**src/rtl/shadow_router_pkg.sv**
```systemverilog
// Shared definitions for the shadow router.
// Assumes a 2-bit target code consumed by downstream steering logic.
package shadow_router_pkg;

    typedef enum logic [1:0] {
        TGT_DRAM  = 2'd0,
        TGT_ROM   = 2'd1,
        TGT_NDRAM = 2'd2
    } target_e;

endpackage

```
**src/rtl/shadow_addr_decode.sv**
```systemverilog
// Address classifier: finds which shadow segment (if any) an address hits,
// whether it lies in the video window, and whether it is below the DRAM limit.
// Assumes segments are power-of-two sized, aligned and contiguous.
module shadow_addr_decode #(
    parameter int                ADDR_W         = 32,
    parameter int                SEG_COUNT      = 8,
    parameter int                SEG_BYTES_LOG2 = 14,
    parameter logic [ADDR_W-1:0] SHADOW_BASE    = 32'h000C_0000,
    parameter logic [ADDR_W-1:0] HOLE_BASE      = 32'h000A_0000,
    parameter int                HOLE_BYTES_LOG2 = 17,
    localparam int               IDX_W          = (SEG_COUNT > 1) ? $clog2(SEG_COUNT) : 1
) (
    input  logic [ADDR_W-1:0] addr,
    input  logic [ADDR_W-1:0] dram_limit,
    output logic              in_shadow,
    output logic [IDX_W-1:0]  seg_idx,
    output logic              in_hole,
    output logic              below_limit
);

    localparam logic [ADDR_W-1:0] SEG_FIRST = SHADOW_BASE >> SEG_BYTES_LOG2;
    localparam logic [ADDR_W-1:0] HOLE_TAG  = HOLE_BASE >> HOLE_BYTES_LOG2;

    logic [SEG_COUNT-1:0] seg_hit;
    logic [ADDR_W-1:0]    seg_tag;

    assign seg_tag = addr >> SEG_BYTES_LOG2;

    // One comparator per segment against its own aligned tag.
    for (genvar g = 0; g < SEG_COUNT; g++) begin : g_seg
        localparam logic [ADDR_W-1:0] MY_TAG = SEG_FIRST + ADDR_W'(g);
        assign seg_hit[g] = (seg_tag == MY_TAG);
    end

    // Encode the hit vector into a segment index.
    always_comb begin
        seg_idx = '0;
        for (int k = 0; k < SEG_COUNT; k++) begin
            if (seg_hit[k]) seg_idx = IDX_W'(k);
        end
    end

    // Window and limit flags.
    always_comb begin
        in_shadow   = |seg_hit;
        in_hole     = ((addr >> HOLE_BYTES_LOG2) == HOLE_TAG);
        below_limit = (addr < dram_limit);
    end

    // At most one segment may claim an address.
    always_comb begin
        a_r3_single_hit: assert ($onehot0(seg_hit));
    end

endmodule

```
**src/rtl/shadow_route_select.sv**
```systemverilog
// Picks the target for one request from the decoded region, the segment's
// read/write select pair and the direction. Priority: shadow, video, limit.
// Assumes ctrl holds {read select, write select} per segment, lowest first.
module shadow_route_select
    import shadow_router_pkg::*;
#(
    parameter int  SEG_COUNT = 8,
    localparam int IDX_W     = (SEG_COUNT > 1) ? $clog2(SEG_COUNT) : 1,
    localparam int CTRL_W    = 2 * SEG_COUNT
) (
    input  logic              in_shadow,
    input  logic [IDX_W-1:0]  seg_idx,
    input  logic              in_hole,
    input  logic              below_limit,
    input  logic              is_write,
    input  logic [CTRL_W-1:0] ctrl,
    output target_e           target
);

    logic [1:0] pair;
    logic       to_dram;

    // Fetch the selected segment's select pair and pick by direction.
    always_comb begin
        pair    = ctrl[{seg_idx, 1'b0} +: 2];
        to_dram = is_write ? pair[0] : pair[1];
    end

    // Region priority resolution.
    always_comb begin
        if (in_shadow)        target = to_dram ? TGT_DRAM : TGT_ROM;
        else if (in_hole)     target = TGT_NDRAM;
        else if (below_limit) target = TGT_DRAM;
        else                  target = TGT_NDRAM;
    end

endmodule

```
**src/rtl/lock_screen.sv**
```systemverilog
// Flags a locked request whose resolved target is not DRAM.
// Assumes the target has already been fully resolved for this request.
module lock_screen
    import shadow_router_pkg::*;
(
    input  logic    valid,
    input  logic    lock,
    input  target_e target,
    output logic    err
);

    // Only DRAM supports locked cycles.
    always_comb begin
        err = valid && lock && (target != TGT_DRAM);
    end

endmodule

```
**src/rtl/rom_shadow_router.sv**
```systemverilog
// Top of the shadow router: decodes the request, resolves its target,
// screens locked cycles and registers the result (one cycle of latency).
// Assumes inputs are stable around the clock edge; controls may change
// between requests and take effect on the next sampled request.
module rom_shadow_router
    import shadow_router_pkg::*;
#(
    parameter int                ADDR_W          = 32,
    parameter int                SEG_COUNT       = 8,
    parameter int                SEG_BYTES_LOG2  = 14,
    parameter logic [ADDR_W-1:0] SHADOW_BASE     = 32'h000C_0000,
    parameter logic [ADDR_W-1:0] HOLE_BASE       = 32'h000A_0000,
    parameter int                HOLE_BYTES_LOG2 = 17,
    localparam int               CTRL_W          = 2 * SEG_COUNT,
    localparam int               IDX_W           = (SEG_COUNT > 1) ? $clog2(SEG_COUNT) : 1
) (
    input  logic              clk,
    input  logic              rst_n,
    input  logic              req_valid,
    input  logic [ADDR_W-1:0] req_addr,
    input  logic              req_write,
    input  logic              req_lock,
    input  logic [CTRL_W-1:0] shadow_ctrl,
    input  logic [ADDR_W-1:0] dram_limit,
    output logic              rsp_valid,
    output logic [1:0]        rsp_target,
    output logic              rsp_lock_err
);

    logic             in_shadow;
    logic [IDX_W-1:0] seg_idx;
    logic             in_hole;
    logic             below_limit;
    target_e          nxt_target;
    logic             nxt_err;

    shadow_addr_decode #(
        .ADDR_W          (ADDR_W),
        .SEG_COUNT       (SEG_COUNT),
        .SEG_BYTES_LOG2  (SEG_BYTES_LOG2),
        .SHADOW_BASE     (SHADOW_BASE),
        .HOLE_BASE       (HOLE_BASE),
        .HOLE_BYTES_LOG2 (HOLE_BYTES_LOG2)
    ) u_decode (
        .addr        (req_addr),
        .dram_limit  (dram_limit),
        .in_shadow   (in_shadow),
        .seg_idx     (seg_idx),
        .in_hole     (in_hole),
        .below_limit (below_limit)
    );

    shadow_route_select #(
        .SEG_COUNT (SEG_COUNT)
    ) u_select (
        .in_shadow   (in_shadow),
        .seg_idx     (seg_idx),
        .in_hole     (in_hole),
        .below_limit (below_limit),
        .is_write    (req_write),
        .ctrl        (shadow_ctrl),
        .target      (nxt_target)
    );

    lock_screen u_lock (
        .valid  (req_valid),
        .lock   (req_lock),
        .target (nxt_target),
        .err    (nxt_err)
    );

    // Response register: one cycle from request to routing result.
    always_ff @(posedge clk) begin
        if (!rst_n) begin
            rsp_valid    <= 1'b0;
            rsp_target   <= TGT_DRAM;
            rsp_lock_err <= 1'b0;
        end else begin
            rsp_valid    <= req_valid;
            rsp_target   <= nxt_target;
            rsp_lock_err <= nxt_err;
        end
    end

    // the response valid tracks the request valid one cycle later.
    a_r2_valid_follows: assert property (@(posedge clk) disable iff (!rst_n)
        req_valid |=> rsp_valid);
    a_r2_idle_follows: assert property (@(posedge clk) disable iff (!rst_n)
        !req_valid |=> !rsp_valid);
    // no error without a valid response.
    a_r10_err_needs_valid: assert property (@(posedge clk) disable iff (!rst_n)
        rsp_lock_err |-> rsp_valid);
    // unlocked requests never produce an error.
    a_r9_unlocked_clean: assert property (@(posedge clk) disable iff (!rst_n)
        (req_valid && !req_lock) |=> !rsp_lock_err);
    // a DRAM result never carries an error.
    a_r9_dram_no_err: assert property (@(posedge clk) disable iff (!rst_n)
        (rsp_valid && rsp_target == 2'd0) |-> !rsp_lock_err);
    // video window goes to non-DRAM space.
    a_r7_hole_ndram: assert property (@(posedge clk) disable iff (!rst_n)
        (req_valid && in_hole) |=> (rsp_target == 2'd2));

endmodule

```
**config.mk**
```make
export PLATFORM = sky130hd
export DESIGN_NAME = rom_shadow_router
export DESIGN_NICKNAME = d
export VERILOG_FILES = /design/src/rtl/shadow_router_pkg.sv /design/src/rtl/shadow_addr_decode.sv /design/src/rtl/shadow_route_select.sv /design/src/rtl/lock_screen.sv /design/src/rtl/rom_shadow_router.sv
export SDC_FILE = /design/constraint.sdc
export NUM_CORES = 1
export LEC_CHECK = 0
export BUFFER_PORTS_ARGS = -buffer_cell sky130_fd_sc_hd__buf_4
export CAP_MARGIN = 20
export CORE_MARGIN = 2
export CORE_UTILIZATION = 43
export CTS_CLUSTER_SIZE = 8
export DETAILED_ROUTE_END_ITERATION = 7
export GPL_TIMING_DRIVEN = 0
export PLACE_DENSITY_LB_ADDON = 0.15
export SYNTH_ARGS = -nofsm -noshare
export SYNTH_HDL_FRONTEND = slang
export SYNTH_HIERARCHICAL = 1
export SYNTH_SLANG_ARGS = --single-unit
```
**constraint.sdc**
```tcl
create_clock -name clk -period 3.5 [get_ports clk]
set_input_delay 0.35 -clock clk [delete_from_list [all_inputs] [get_ports clk]]
set_output_delay 0.35 -clock clk [all_outputs]
set_load 0.005 [all_outputs]
```
==> key figures, run 1 <==
CTS
  • CTS max path bufs: 2
  • Worst-path clk slew: around 40 ps
  • Postcts setup bufs: 0
  • TritonCTS clock tree: built
  • TritonCTS Buffers: 3
  • Clk sink count: 4
  • Post-CTS sizing: 0
  • H-tree level count: 1
  • Clock root cell: clkbuf_4
  • Hold Buf Count CTS: 0

Floorplan
  • Die Ht: 55.2 µm
  • Row cnt: 18
  • Die X: between 50 and 60 µm
  • Die ar.: 3050 µm²
  • IO Pins: 89
  • Initial Util: 45.6%
  • Core area: 2480 µm²

Global route
  • Overall global routing resource usage: 19.6%
  • Initial antenna violation count: 0
  • Largest net degree at the start of global routing: 6
  • Vias in the first global route: approximately 1300
  • First-pass GRT wire length: 5130 µm
  • Total congestion overflow: 0

Worst setup path
  • CP dominant cell by count: and2_1
  • Worst Path Buf+Inv: 1
  • CP arrival: 2860 ps
  • Crit Path Class: in2reg
  • Critical Path RT: 3670 ps
  • Worst-path fanout max: 5
  • CP max-delay cell: mux4_1
  • Cell class contributing the biggest share of worst-path delay: simple AND/OR/NAND/NOR gates
  • CP endpoint kind: flip-flop
  • CP Cell Sequence: buf_4 > nor4b_1 > nand4_1 > nor3b_1 > and2_1 > mux4_1 > nand3b_1 > and4_1 > o211a_1 > and2_1
  • CP max stage delay: 580 ps
  • CP Launch Type: input pin

Power and ir drop
  • Worst vdd ir: between 150 and 200 µV
  • Lkg Pwr: ~1.1 nW
  • PwrDens: 146 nW/µm²
  • Power Total: 0.270 mW

Drt
  • DR pass1 iterations: 4
  • Vias: 1302
  • WL final: 2950 µm
  • DRT antenna net count: 0
  • Drt drc: 0
  • WL/cell: 11.3 µm
  • Vias per inst: 4.99
  • Drt initial violations: 35

Status
  • Outcome: complete, no violations

Logic synthesis
  • Most used DFF post-synth: dfxtp_1
  • Synth cell count leaders: inv_1, ha_1, a21oi_1
  • Register area share after synthesis: under 10%
  • Yosys cell types: 28
  • Top cell type's share of synthesized area: around 34%
  • EDFF count, synth: 0
  • Number of instances in the synthesized netlist: 140
  • Net Count, Synth: 256
  • Avg Cell Area, Syn: 8.06 µm²
  • Synth top area cells: ha_1, inv_1, dfxtp_1
  • Synthesized area: 1130 µm²
  • Largest area contributor in the synthesized netlist: ha_1
  • #FFs+latches synth: 4
  • Most common cell in the netlist: inv_1
  • Async SR Flop Fraction: 0%
  • Yosys warns: 6

Layout
  • Post-route design area: about 1800 µm²
  • Layout Nets: 349
  • Ratio of cells with drive above 1 in the final layout: about 40%
  • # diodes: 0
  • Area growth from synthesis to layout: 63.9%

STA
  • Final slew viol count: 0
  • TNS Setup: 0 ps
  • Final period utilization: 76.7%
  • Fmax: 0.372 GHz
  • Fin worst setup slack: about 810 ps
  • Final hold violation count: 0
  • Minimum clock period: 2690 ps
  • Unrepaired setup endpoints after global routing: no
  • Worst Max-Slew Pin Slew: approximately 410 ps
  • Rel. slew slack: about 72%
  • Final setup violation count: 0

Placed design
  • Placement Setup Slack: 571 ps
  • IO Port Bufs: 88
  • Final RePlAce weighted congestion: 0.831
  • Area post-placement: approximately 1800 µm²
  • DP Wirelength: ~2800 µm

Run
  • Total of max-cap violations: 0

Min path
  • Hold crit path type: in2reg
==> final cells by class <==
| class | instances | area (µm²) |
|---|---|---|
| Sequential cell | 4 | 80.1 |
| Multi-Input combinational cell | 104 | 928 |
| Inverter | 32 | 120 |
| Fill cell | 202 | 628 |
| Tap cell | 30 | 37.5 |
| Timing Repair Buffer | 88 | 661 |
| Clock buffer | 3 | 22.5 |
==> flip-flops by register name, indices dropped and copies added (netlist names) <==
| name | flops |
|---|---|
| rsp_target | 2 |
| rsp_lock_err | 1 |
| rsp_valid | 1 |
==> worst paths after layout <==
kind / cells after the start / slack, ps / to / startpoint
setup / recovery: 10 / 810 / rsp_lock_err / req_addr[20]
hold / removal: 2 / 340 / rsp_valid / req_valid
==> power breakdown <==
part           internal (mW)  switching [mW]
registers             0.0479        0.000434
logic                  0.106          0.0623
clock network         0.0381          0.0156
==> cells in the final DEF (no fill, tap or decap), drive strengths merged, types with 4 or more instances in the layout <==
master and n:
a21oi 12, and2 7, and4 4, buf 88
dfxtp 4, ha 31, inv 32, mux4 4
nand2 9, nor2 5, o21ai 4
==> metrics by stage <==
step                hold slack [ps]  std cells  util [%]
global route                    357        261      74.6
floorplan                       472        140         -
CTS                             338        261      74.6
global placement                569        258      73.7
finish                          340        261      74.6
detailed placement              574        258      73.7
==> routing by layer <==
layer,track usage [%],share of wire [%],vias to the layer above
li1,-,-,687
met1,20.6,36,560
met2,39.1,56,49
met3,2.11,5.9,6
met4,6.62,2.0,0
met5,0,0,-
==> kinds of logic after synthesis <==
logic type | synth area share (%)
compound gates | 16.7
flops | 7.10
mux | 8.98
buf+inv | 10.6
simple gates | 22.2
fa+ha+maj | 34.4
Note: power is estimated with default switching activity, not from simulation.
==> run 2, diff against run 1 <==
--- a/config.mk
+++ b/config.mk
@@ -8,7 +8,7 @@
 export BUFFER_PORTS_ARGS = -buffer_cell sky130_fd_sc_hd__buf_4
 export CAP_MARGIN = 20
 export CORE_MARGIN = 2
-export CORE_UTILIZATION = 43
+export CORE_UTILIZATION = 40
 export CTS_CLUSTER_SIZE = 8
 export DETAILED_ROUTE_END_ITERATION = 7
 export GPL_TIMING_DRIVEN = 0
==> constraint.sdc (replaced) <==
create_clock -name clk -period 2.6 [get_ports clk]
set_input_delay 0.26 -clock clk [delete_from_list [all_inputs] [get_ports clk]]
set_output_delay 0.26 -clock clk [all_outputs]
set_load 0.005 [all_outputs]
==> run 2 against run 1 <==
Net effect:
- critical path depth did not move
- via count up 2.5%
- final cell count up 0.77%
- first-iteration DRC count is 8.6% lower
- utilization down 5.4 points
- sequential share of layout area fell by 0.064 points
- design area up 1.5%
- combinational power rose by 36%
- total power rose by 38%
- critical endpoint unchanged
- non-clock buffer count increased by 1
==> key figures, run 2 (synthesis gave the netlist of run 1 again) <==
Status
  • Outcome: complete, no violations

Power and ir drop
  • Worst vdd ir: approximately 250 µV
  • Power Total: between 0.3 and 0.4 mW
  • Lkg Pwr: 1.07 nW
  • PwrDens: 198 nW/µm²

Layout
  • Area growth from synthesis to layout: 66.3%
  • Layout Nets: 350
  • Post-route design area: around 1900 µm²
  • Most common cell after layout, fill and taps aside: buf_4
  • Final std cells w/o fill: around 260
  • Fill cells: 246
  • Most frequent cells in the layout: buf_4, inv_1, ha_1
  • # diodes: 0
  • Max FFs per register: 2
  • Fin util: 69.3%
  • Ratio of cells with drive above 1 in the final layout: 42.2%
  • Top Registers: rsp_target (2), rsp_lock_err (1), rsp_valid (1)
  • Register with the most flip-flops: rsp_target

Floorplan
  • Die Ht: between 50 and 60 µm
  • Initial Util: 41.6%
  • Die ar.: 3260 µm²
  • IO Pins: 89
  • Die X: 57.1 µm
  • Core area: ~2700 µm²
  • Row cnt: 19

Global route
  • First-pass GRT wire length: between 4000 and 5000 µm
  • Largest net degree at the start of global routing: 6
  • Vias in the first global route: approximately 1300
  • Total congestion overflow: 0
  • GRT met1 Usage: between 10% and 20%
  • Overall global routing resource usage: 17.9%
  • GRT met3 Usage: 2.27%
  • GRT busiest layer: met2
  • Initial antenna violation count: 0
  • Global routing usage on met2: around 36%

Drt
  • DRT antenna net count: 0
  • WL/cell: 11.6 µm
  • WL final: 3040 µm
  • Vias per inst: 5.08
  • Drt drc: 0
  • DR pass1 iterations: 4
  • Vias: 1335
  • Drt initial violations: 32

CTS
  • Clk sink count: 4
  • Worst-path clk slew: ~40 ps
  • H-tree level count: 1
  • TritonCTS Buffers: 3
  • CTS max path bufs: 2
  • Hold Buf Count CTS: 0
  • TritonCTS clock tree: built
  • Clock root cell: clkbuf_4

Worst setup path
  • Worst-path fanout max: 4
  • CP arrival: 2590 ps
  • Critical Path RT: ~2800 ps
  • Crit Path Class: in2reg
  • CP Launch Type: input pin
  • CP endpoint kind: flip-flop
  • CP max stage delay: around 580 ps
  • CP Cell Sequence: buf_4 > nor4_1 > nand4_1 > nor3b_4 > and2_2 > mux4_1 > nand3_1 > and4_1 > o211a_1 > and2_1
  • CP max-delay cell: mux4_1

STA
  • Fin worst setup slack: about 190 ps
  • Unrepaired setup endpoints after global routing: no
  • Final hold violation count: 0
  • Final slew viol count: 0
  • Minimum clock period: 2410 ps
  • Worst hold slack: approximately 240 ps
  • Fmax: 0.414 GHz
  • Final setup violation count: 0
  • Final period utilization: 92.8%
  • Rel. slew slack: between 70% and 80%
  • TNS Setup: 0 ps
  • Worst Max-Slew Pin Slew: 340 ps

Min path
  • Hold crit path type: in2reg

Placed design
  • Placement Setup Slack: -276 ps
  • Dpl cells: 259
  • Final RePlAce weighted congestion: 0.802
  • DP Wirelength: approximately 2700 µm
  • IO Port Bufs: 88
  • Area post-placement: 1830 µm²

Run
  • Total of max-cap violations: 0
## run 2: changes by cell type in the layout (fill, tap and decap cells not counted)
cell / delta
and2_1: -1
nor3b_4: +1
and2_2: +1
nor3b_1: -1
nor4b_1: -1
nor4b_2: +1
buf_4: +1
## run 2: area by class of cell
type                       instances  area (µm²)  area share (%)
multi-input combinational        104         947            50.5
timing repair buffer              89         668            35.6
clock buffer                       3        22.5            1.20
sequential                         4        80.1            4.27
inverter                          32         120            6.40
tap                               31        38.8            2.07
## run 2: worst max-delay path, delay by kind of cell
kind / cells / cell delay, ps
AO/OA/AOI/OAI: 1 / 140
buffers and inverters: 1 / 110
multiplexers: 1 / 580
AND/OR/NAND/NOR: 7 / 1510
## run 2: worst paths after layout
kind                startpoint            end  slack, ps  cells after the start
hold / removal           rst_n  rsp_target[1]        240                      2
setup / recovery  req_addr[25]   rsp_lock_err        190                     10
## run 2: layer usage
layer	up-vias	wire length [µm]
met3	4	215
met2	48	1700
met1	598	1090
li1	685	-
met4	0	28
met5	-	0
## run 2: where the power goes
group	internal [mW]	switching, mW	leakage [nW]	total, mW
Combinational	0.143	0.0849	1.03	0.228
Clock	0.0517	0.0270	0.0138	0.0788
Sequential	0.0644	0.000604	0.0328	0.0650
Total	0.259	0.113	1.07	0.371
## run 2: timing repair
action / 4_1_cts / 5_1_grt
pin swaps: 0 / 2
buffers inserted: 0 / 1
cloned: 0 / 0
endpoints found under the setup margin: 1 / 2
gates resized for setup: 1 / 3
